<file path="config.mk">
export PLATFORM = sky130hd
export DESIGN_NAME = capture_channel
export DESIGN_NICKNAME = d
export VERILOG_FILES = /design/src/rtl/capture_channel.sv
export SDC_FILE = /design/constraint.sdc
export NUM_CORES = 1
export LEC_CHECK = 0
export BUFFER_PORTS_ARGS = -buffer_cell sky130_fd_sc_hd__buf_2
export CELL_PAD_IN_SITES_DETAIL_PLACEMENT = 1
export CELL_PAD_IN_SITES_GLOBAL_PLACEMENT = 1
export CORE_MARGIN = 4
export CORE_UTILIZATION = 35
export DETAILED_ROUTE_END_ITERATION = 8
export PLACE_DENSITY = 0.71
export REMOVE_ABC_BUFFERS = 1
export SLEW_MARGIN = 15
export SYNTH_ARGS = -nofsm -noshare
export SYNTH_HDL_FRONTEND = slang
export SYNTH_SLANG_ARGS = --single-unit
</file>
<file path="constraint.sdc">
create_clock -name clk -period 5.4 [get_ports clk]
set_input_delay 1.08 -clock clk [delete_from_list [all_inputs] [get_ports clk]]
set_output_delay 1.08 -clock clk [all_outputs]
set_load 0.02 [all_outputs]
</file>
<file path="src/rtl/capture_channel.sv">
module capture_channel #(
  parameter int CNT_W = 16
) (
  input  logic             clk,
  input  logic             rst_n,
  input  logic             pin_own,
  input  logic             pin_pair,
  input  logic             trig_in,
  input  logic [CNT_W-1:0] count_val,
  input  logic             cfg_enable,
  input  logic [1:0]       cfg_src,
  input  logic [2:0]       cfg_filt,
  input  logic             cfg_pol_n,
  input  logic             cfg_pol,
  input  logic [1:0]       cfg_psc,
  input  logic             cfg_irq_en,
  input  logic             flag_clr,
  output logic [CNT_W-1:0] cap_val,
  output logic             cap_flag,
  output logic             over_flag,
  output logic             irq
);
  localparam int MAX_RUN = 32;
  localparam int RUN_W   = $clog2(MAX_RUN + 1);
  localparam int PSC_W   = 3;

  logic [2:0] sync1, sync2;
  logic       lvl, sel;
  logic [RUN_W-1:0] run, need;
  logic [PSC_W-1:0] ev_cnt, psc_lim;

  always_ff @(posedge clk or negedge rst_n)
    if (!rst_n) begin
      sync1 <= '0;
      sync2 <= '0;
    end else begin
      sync1 <= {trig_in, pin_pair, pin_own};
      sync2 <= sync1;
    end

  always_comb
    case (cfg_src)
      2'b01:   sel = sync2[0];
      2'b10:   sel = sync2[1];
      2'b11:   sel = sync2[2];
      default: sel = lvl;
    endcase

  always_comb
    case (cfg_filt)
      3'd0:    need = RUN_W'(1);
      3'd1:    need = RUN_W'(2);
      3'd2:    need = RUN_W'(4);
      3'd3:    need = RUN_W'(6);
      3'd4:    need = RUN_W'(8);
      3'd5:    need = RUN_W'(12);
      3'd6:    need = RUN_W'(16);
      default: need = RUN_W'(MAX_RUN);
    endcase

  wire diff   = sel != lvl;
  wire accept = diff && ((run + RUN_W'(1)) >= need);

  always_ff @(posedge clk or negedge rst_n)
    if (!rst_n) begin
      lvl <= 1'b0;
      run <= '0;
    end else if (!diff) begin
      run <= '0;
    end else if (accept) begin
      lvl <= sel;
      run <= '0;
    end else begin
      run <= run + RUN_W'(1);
    end

  wire active   = cfg_enable && (cfg_src != 2'b00);
  wire rise     = accept && sel;
  wire fall     = accept && !sel;
  wire edge_hit = active && (cfg_pol ? (cfg_pol_n ? accept : fall) : rise);

  assign psc_lim = PSC_W'((4'd1 << cfg_psc) - 4'd1);
  wire cap_evt   = edge_hit && (ev_cnt >= psc_lim);

  always_ff @(posedge clk or negedge rst_n)
    if (!rst_n)        ev_cnt <= '0;
    else if (!active)  ev_cnt <= '0;
    else if (cap_evt)  ev_cnt <= '0;
    else if (edge_hit) ev_cnt <= ev_cnt + PSC_W'(1);

  always_ff @(posedge clk or negedge rst_n)
    if (!rst_n) begin
      cap_val   <= '0;
      cap_flag  <= 1'b0;
      over_flag <= 1'b0;
    end else begin
      if (cap_evt) cap_val <= count_val;
      if (cap_evt)       cap_flag <= 1'b1;
      else if (flag_clr) cap_flag <= 1'b0;
      if (cap_evt && cap_flag && !flag_clr) over_flag <= 1'b1;
      else if (flag_clr)                     over_flag <= 1'b0;
    end

  assign irq = cap_flag && cfg_irq_en;
endmodule

</file>
Word level (Yosys, flattened, before mapping)
Index checks and enable logic that the tools add are counted.
{"block": "totals", "memories": 0, "wordCells": 53, "out_inout_bits": 19, "reg_bits": 34, "latchBits": 0, "in_bits": 33, "rom_bits": 0, "mem_bits_rw": 0}
{"block": "classes", "eq_ne": 11, "shifts": 1, "n_div": 0, "magnitude_cmp": 2, "mul": 0, "n_addsub": 3, "bitwise_logic": 0, "n_reduce_logical": 16, "muxes": 12}
{"operator": "6-bit one-hot mux with 7 select lines", "n": 1}
{"operator": "6-bit 2-to-1 mux", "n": 2}
{"operator": "3-bit == test (second input constant)", "n": 3}
{"operator": "1-bit logical AND", "n": 9}
{"operator": "3-bit 2-to-1 mux", "n": 3}
{"operator": "6-bit by 1-bit adder with 6-bit output (second input constant)", "n": 1}
{"operator": "3-bit by 2-bit == test with 1-bit output (second input constant)", "n": 2}
{"operator": "6-bit >= comparator", "n": 1}
{"operator": "2-bit nonzero test", "n": 3}
{"operator": "1-bit 2-to-1 mux", "n": 5}
{"operator": "2-bit == test (second input constant)", "n": 2}
{"operator": "3-bit by 1-bit adder with 3-bit output (second input constant)", "n": 1}
{"operator": "3-bit by 1-bit == test with 1-bit output (second input constant)", "n": 1}
{"operator": "3-bit >= comparator", "n": 1}
{"operator": "3-bit zero test", "n": 1}
{"operator": "3-bit by 1-bit != test with 1-bit output (second input constant)", "n": 1}
{"operator": "1-bit one-hot mux with 3 select lines", "n": 1}
{"operator": "1-bit by 2-bit left shift with 3-bit output (first input constant)", "n": 1}
{"operator": "3-bit by 1-bit subtractor with 3-bit output (second input constant)", "n": 1}
{"operator": "2-bit by 1-bit == test with 1-bit output (second input constant)", "n": 1}
{"operator": "1-bit zero test", "n": 2}
{"operator": "2-bit AND reduction", "n": 1}
{"operator": "1-bit != test", "n": 1}

Depth between registers and ports, before layout
Gate-level depths: netlist of the first run.
{"block": "logic_depth", "ltp_word": 12, "mapped_depth": 10, "ltp_nobuf": 9}

Least setup slack after synthesis of the first run
No wires, ideal clock.
{"block": "synth_path", "kind": "in2reg", "startpoint": "input cfg_filt[1]", "endpoint": "register cap_val[0]", "t_required_ns": 5.275, "cell_stages": 10, "setup_ns": 0.125, "t_arrival_ns": 2.981, "path_buffers": 1, "path_slack_ns": 2.294, "cell_sequence": "nand2b_1 > nor2_1 > a21oi_1 > ha_1 > nand2_1 > o21ai_0 > a221oi_1 > nor4_4 > buf_6 > mux2_4"}
{"block": "synth_between", "elab_chain_len": 9, "word_cells_on_any_way": 16, "classes_between": "1 x order compare; 6 x eq/ne; 3 x mux; 6 x reduce/logical"}
{"element": "start: declaration", "line_no": "12", "rtl": "input logic [2:0] cfg_filt,"}
{"element": "3-bit == test, or another cell as far along", "line_no": "50", "rtl": "case (cfg_filt)"}
{"element": "6-bit one-hot mux with 7 select lines *", "line_no": "50"}
{"element": "6-bit >= comparator *", "line_no": "62", "rtl": "wire accept = diff && ((run + RUN_W'(1)) >= need);"}
{"element": "1-bit logical AND *", "line_no": "62"}
{"element": "1-bit logical AND", "line_no": "79", "rtl": "wire fall = accept && !sel;"}
{"element": "1-bit 2-to-1 mux", "line_no": "80", "rtl": "wire edge_hit = active && (cfg_pol ? (cfg_pol_n ? accept : fall) : rise);"}
{"element": "1-bit 2-to-1 mux *", "line_no": "80"}
{"element": "1-bit logical AND *", "line_no": "80"}
{"element": "1-bit logical AND *", "line_no": "83", "rtl": "wire cap_evt = edge_hit && (ev_cnt >= psc_lim);"}
{"element": "end signal: assignment", "line_no": "97", "rtl": "if (cap_evt) cap_val <= count_val;"}
{"element": "end: declaration", "line_no": "18", "rtl": "output logic [CNT_W-1:0] cap_val,"}
Every way passes the cells marked *; elsewhere a longest branch is shown, timed or not.
A chain may end at the register's enable or synchronous reset.

Final worst setup path of the first run
{"block": "layout_path", "startpoint": "input cfg_filt[1]", "endpoint": "register cap_val[1]"}
Same word-level chain as after synthesis.

==> flow_summary.toml, run 1 <==
[route]
drcViolationCount = 0
routed_wire_length_per_instance_um = 14.5
ant_nets = 0
vias = 1253
routed_wl_mm = 3.78
initialDrtViolationCount = 27
firstDrtPassIters = 4
vias_per_cell = 4.80

[die]
core-area_mm2 = 0.00475
num_rows = 25
die-width_um = 78.1
start_util = 0.361
fp.dieH_um = 78.1
pin_count = 52
dieArea_mm2 = 0.00609

[global_route]
antenna_found_initial = 0
grt_start_max_net_pins = 35
grt_pass1_vias = 1400
grt_pass1_wl_mm = 6.35
grt_usage = 0.135
grt-ovfl-total = 0

[power]
ir_drop_mv = 0.207
power.density_mw_per_mm2 = 365
total_power_mw = 0.784
cellLeakagePower_nw = 1.15

[sta]
period_needed_ns = 3.34
skew_ns = 0.00570
slew_headroom = 0.514
tightestPinTransition_ns = 0.728
grt_setup_unrepaired = "no"
fmax_mhz = 299
finalCritPeriodShare = 0.619
whs_ns = 0.353
setup_viol = 0
tns_ns = 0
maxSlewViolCount = 0
hold_violations = 0

[job]
cap_violations = 0

[cts]
htreeDepth = 2
clkTransAtPathRegs_ns = 0.07
cts_tree = "done"
worstSkewPairLatency_ns = 0.29
cts_buffers = 5
cts_num_sinks = 34
cts_setup_buffers = 0
cts_hold_buffers = 0
cts_resized = 0
cts_root_buf = "clkbuf_8"
clockBufferDepth = 2

[synth]
yosys.area.top_type = "dfrtp_1"
synth_top_cells_by_area = "dfrtp_1, ha_1, mux2_4, mux2_2, and3_1"
syn-mean-instance-area_um2 = 12.7
yosysTopAreaCellShare = 0.495
synthDistinctLibCells = 34
ys_seq_area_frac = 0.495
synth-seq-cells = 34
synthCells = 135
yosysWarnings = 0
netlist_area_mm2 = 0.00172

[final_layout]
final_nets = 237
layout_common_cells = "buf_2, dfrtp_1, ha_1"
layout_commonest_cell = "buf_2"
drive_gt1_frac = 0.454
diodes = 0
syn_to_final_growth_pct = 25.2
instances_no_fill = 261
fin_util = 0.452

[setup_path]
setup.worst_path.class = "in2reg"
end_kind = "register"
required_ns = 5.57
worstSetupStartpointType = "primary input"
cp.arrival_ns = 3.52
cp_max_fo = 13

[placement]
dp_hpwl_mm = 2.87
portBuffers = 51
dp_cells = 252
place_congestion = 0.759

[run_status]
status = "finished clean"

[min_path]
hold_path.class = "reg2reg"
## cell usage after synthesis
master    count
mux2_2        9
xor2_1        2
o31ai_1       2
a21o_1        2
nand3_1       7
o21ai_0       4
a221oi_1      1
nor2_1        2
clkbuf_1      1
nand3b_1      1
o211ai_1      2
nand2_1       4
mux4_2        1
and3_1        8
a22o_1        1
nor4_4        1
dfrtp_1      34
o21a_1        1
or2_2         4
nand2b_1      4
ha_1         11
or2b_1        1
o22ai_2       1
and2_1        2
nor3_1        1
mux2_4        9
nor2b_1       2
inv_1         5
xnor2_1       5
buf_6         1
o21ba_2       1
o21ai_4       1
a211oi_1      1
a21oi_1       3
## per-stage QoR
stage	worst slack, ns	cell area (um2)
3_5_place_dp	1.36	2050
5_1_grt	1.89	2150
2_1_floorplan	1.92	1700
3_3_place_gp	1.59	2050
4_1_cts	1.68	2140
6_report	2.06	2150
## where the power goes
part,internal (mW),switching [mW],leakage (nW)
registers,0.302,0.0348,0.453
logic,0.120,0.139,0.651
clock network,0.0904,0.0982,0.0441
## state kept, by name, indices dropped and copies added, names as in the netlist
| name | count |
|---|---|
| run | 6 |
| sync2 | 3 |
| sync1 | 3 |
| lvl | 1 |
| cap_flag | 1 |
| cap_val | 16 |
| ev_cnt | 3 |
| over_flag | 1 |
## metal layers
| layer | track usage | vias to the layer above | routed length, um |
|---|---|---|---|
| met3 | 0.0539 | 6 | 294 |
| met2 | 0.213 | 44 | 1730 |
| li1 | - | 598 | - |
| met4 | 0.0629 | 0 | 76 |
| met1 | 0.161 | 605 | 1670 |
| met5 | 0 | - | 0 |
## final cells by class
cell class,instances,area [um2]
Clock buffer,5,68.8
Clock inverter,3,21.3
Fill cell,544,2600
Inverter,5,18.8
Multi-Input combinational cell,94,833
Sequential cell,34,851
Tap cell,67,83.8
Timing Repair Buffer,53,274
## worst paths after layout
| kind | startpoint | to | slack (ns) | cells after the start |
|---|---|---|---|---|
| worst min-delay path | sync1[1]$_DFF_PN0_ | sync2[1]$_DFF_PN0_ | 0.35 | 0 |
| worst max register to register | run[0]$_DFF_PN0_ | cap_val[1]$_DFFE_PN0P_ | 2.40 | 10 |
| max in group asynchronous | rst_n | cap_val[11]$_DFFE_PN0P_ | 4.09 | 1 |
| worst min register to register | sync1[1]$_DFF_PN0_ | sync2[1]$_DFF_PN0_ | 0.35 | 0 |
| min in group asynchronous | rst_n | cap_val[6]$_DFFE_PN0P_ | 0.84 | 1 |
| worst max-delay path | cfg_filt[1] | cap_val[1]$_DFFE_PN0P_ | 2.06 | 12 |
## critical path, stage by stage
cell and delay, ns:
buf_2 0.12, nand2b_1 0.17, nor2_1 0.10, a21oi_1 0.05, ha_1 0.30, nand2_1 0.05
o21ai_0 0.15, a221oi_1 0.10, buf_4 0.19, nor4_4 0.59, buf_6 0.26, mux2_2 0.35
## cell families (layout without fill, tap and decap cells)
group                      Yosys count  count (layout)  synth area share
xor gates and xnor gates             7               7            0.0357
and+or+nand+nor                     37              37             0.130
adders and majority gates           11              11            0.0801
DFF                                 34              34             0.495
AOI/OAI and AO/OA                   20              20            0.0881
buffers and inverters                7              66            0.0197
muxes                               19              19             0.151
Power figures use the tool's default switching activity.
==> run 2: changes to the inputs <==
--- a/config.mk
+++ b/config.mk
@@ -5,13 +5,14 @@
 export SDC_FILE = /design/constraint.sdc
 export NUM_CORES = 1
 export LEC_CHECK = 0
+export ABC_AREA = 1
 export BUFFER_PORTS_ARGS = -buffer_cell sky130_fd_sc_hd__buf_2
 export CELL_PAD_IN_SITES_DETAIL_PLACEMENT = 1
 export CELL_PAD_IN_SITES_GLOBAL_PLACEMENT = 1
 export CORE_MARGIN = 4
 export CORE_UTILIZATION = 35
 export DETAILED_ROUTE_END_ITERATION = 8
-export PLACE_DENSITY = 0.71
+export PLACE_DENSITY = 0.75
 export REMOVE_ABC_BUFFERS = 1
 export SLEW_MARGIN = 15
 export SYNTH_ARGS = -nofsm -noshare
==> constraint.sdc (replaced) <==
create_clock -name clk -period 3.45 [get_ports clk]
set_input_delay 0.69 -clock clk [delete_from_list [all_inputs] [get_ports clk]]
set_output_delay 0.69 -clock clk [all_outputs]
set_load 0.02 [all_outputs]
==> flow_summary.toml, run 2 <==
[setup_path]
cp.buffers_inverters = 1
cp-startpoint = "run[0]$_DFF_PN0_"
cp.arrival_ns = 2.74
slowest_delay_ns = 0.41
worstSetupStartpointType = "register"
end_kind = "register"
cp_max_fo = 17
crit_path_top_delay_cell = "dfrtp_1"
setup.worst_path.class = "reg2reg"
required_ns = 3.62
crit_chain = "ha_1, nand3_1, xor2_1, inv_1, ha_1, nand2_1, nor2_1, nand2_1, nand2_1, nand3_2, nor2_4, nand3_4, nand2_1, nand2_1"
reg2reg_from = "run[0]$_DFF_PN0_"
cp_top_family = "simple AND/OR/NAND/NOR gates"
crit_top_cell = "nand2_1"

[route]
vias_per_cell = 4.70
vias = 1522
firstDrtPassIters = 3
ant_nets = 0
routed_wl_mm = 4.00
drcViolationCount = 0
initialDrtViolationCount = 38
routed_wire_length_per_instance_um = 12.3

[sta]
period_needed_ns = 2.57
grt_setup_unrepaired = "no"
maxSlewViolCount = 0
setup_viol = 0
slew_headroom = 0.510
tightestPinTransition_ns = 0.736
whs_ns = 0.352
finalCritPeriodShare = 0.744
tns_ns = 0
skew_ns = 0.00167
hold_violations = 0
fmax_mhz = 390

[power]
p_sw_frac = 0.390
switchingPower_mw = 0.524
cellLeakagePower_nw = 1.25
pwr-share-comb = 0.359
total_power_mw = 1.34
power_report.internal_total_mw = 0.818
clockPowerShare = 0.226
ir_drop_mv = 0.322
power.density_mw_per_mm2 = 624
power.share.sequential = 0.415

[global_route]
grt_pass1_vias = 1591
grt_usage = 0.138
grt_pass1_wl_mm = 6.95
grt-ovfl-total = 0
antenna_found_initial = 0
grt_start_max_net_pins = 35

[synth]
synthCells = 203
synth-edff-count = 0
yosysWarnings = 0
ys_dominant_reg_cell = "dfrtp_1"
synth_top_cells_by_area = "dfrtp_1, nand2_1, ha_1, nand4_1, inv_1"
yosysTopAreaCellShare = 0.488
ys_async_sr_fraction = 1.00
synth_commonest_cells = "nand2_1, dfrtp_1, inv_1"
syn-mean-instance-area_um2 = 8.59
synthDistinctLibCells = 21
yosys.area.top_type = "dfrtp_1"
ys_seq_area_frac = 0.488
synth-seq-cells = 34
synth.most_common_cell = "nand2_1"
netlist_area_mm2 = 0.00174

[placement]
place_congestion = 0.701
portBuffers = 51
dp_hpwl_mm = 3.12

[die]
die-width_um = 78.6
core-area_mm2 = 0.00479
start_util = 0.364
dieArea_mm2 = 0.00618
fp.dieH_um = 78.6
pin_count = 52
num_rows = 25

[cts]
cts_setup_buffers = 0
cts_num_sinks = 34
cts_resized = 0
htreeDepth = 2
cts_root_buf = "clkbuf_8"
clkTransAtPathRegs_ns = 0.07
cts_buffers = 5
cts_tree = "done"
worstSkewPairLatency_ns = 0.28
clockBufferDepth = 2
cts_hold_buffers = 0

[final_layout]
diodes = 0
largest-register = "cap_val"
largest_reg_flops = 16
drive_gt1_frac = 0.261
layout_commonest_cell = "nand2_1"
layout_common_cells = "nand2_1, buf_2, dfrtp_1"
final_nets = 300
top_regs = "cap_val: 16 flops, run: 6 flops"
syn_to_final_growth_pct = 23.4

[job]
cap_violations = 0

[min_path]
min-delay-start = "sync1[1]$_DFF_PN0_"
hold_path.class = "reg2reg"

[run_status]
status = "finished clean"
-- run 2: path summary, 6_finish.rpt --
check                                     endpoint  slack [ns]  cells past startpoint
hold reg to reg                 sync2[1]$_DFF_PN0_        0.35                      0
hold / removal                  sync2[1]$_DFF_PN0_        0.35                      0
setup / recovery            cap_val[1]$_DFFE_PN0P_        0.88                     14
setup reg to reg            cap_val[1]$_DFFE_PN0P_        0.88                     14
min in group asynchronous  cap_val[12]$_DFFE_PN0P_        0.46                      1
max in group asynchronous         run[0]$_DFF_PN0_        2.51                      1
-- run 2: power by group through the flow --
stage               sequential [mW]  combinational, mW  clock (mW)
floorplan                     0.646              0.219           0
global route                  0.571              0.550       0.333
global placement              0.562              0.477           0
finish                        0.557              0.483       0.303
CTS                           0.558              0.494       0.311
detailed placement            0.561              0.495           0
-- run 2: worst register-to-register path, stage by stage, from the launching register on --
cell and delay, ns:
dfrtp_1 0.41, ha_1 0.24, nand3_1 0.10, xor2_1 0.23, inv_1 0.07, ha_1 0.27, nand2_1 0.06, nor2_1 0.10
nand2_1 0.08, nand2_1 0.08, nand3_2 0.11, nor2_4 0.26, nand3_4 0.25, nand2_1 0.14, nand2_1 0.06
-- run 2: layout make-up --
class	count	area, um2
Tap cell	67	83.8
Clock buffer	6	82.6
Multi-Input combinational cell	138	762
Fill cell	586	2630
Clock inverter	2	12.5
Timing Repair Buffer	53	270
Sequential cell	34	851
Inverter	24	90.1
-- run 2: metrics by stage --
step | worst slack (ns) | utilization | area (um2) | instances
6_report | 0.883 | 0.450 | 2150 | 324
4_1_cts | 0.848 | 0.450 | 2150 | 324
3_3_place_gp | 0.776 | 0.430 | 2060 | 316
2_1_floorplan | 0.867 | - | 1700 | 196
3_5_place_dp | 0.679 | 0.430 | 2060 | 316
5_1_grt | 0.594 | 0.450 | 2150 | 324
-- run 2: kinds of logic (layout without fill, tap and decap cells) --
family / count (synthesis) / after routing / share of synthesized area
AND/OR/NAND/NOR: 115 / 115 / 0.311
XOR/XNOR: 5 / 5 / 0.0251
adder cells (fa/ha/maj): 11 / 11 / 0.0789
flip-flops: 34 / 34 / 0.488
AO/OA/AOI/OAI: 7 / 7 / 0.0215
buffers and inverters: 31 / 85 / 0.0753
-- run 2: metal layers --
metal	vias up	routed length [um]	GRT usage
li1	766	-	-
met1	718	1740	0.166
met2	34	2020	0.245
met3	4	207	0.0378
met4	0	26	0.0315
met5	-	0	0
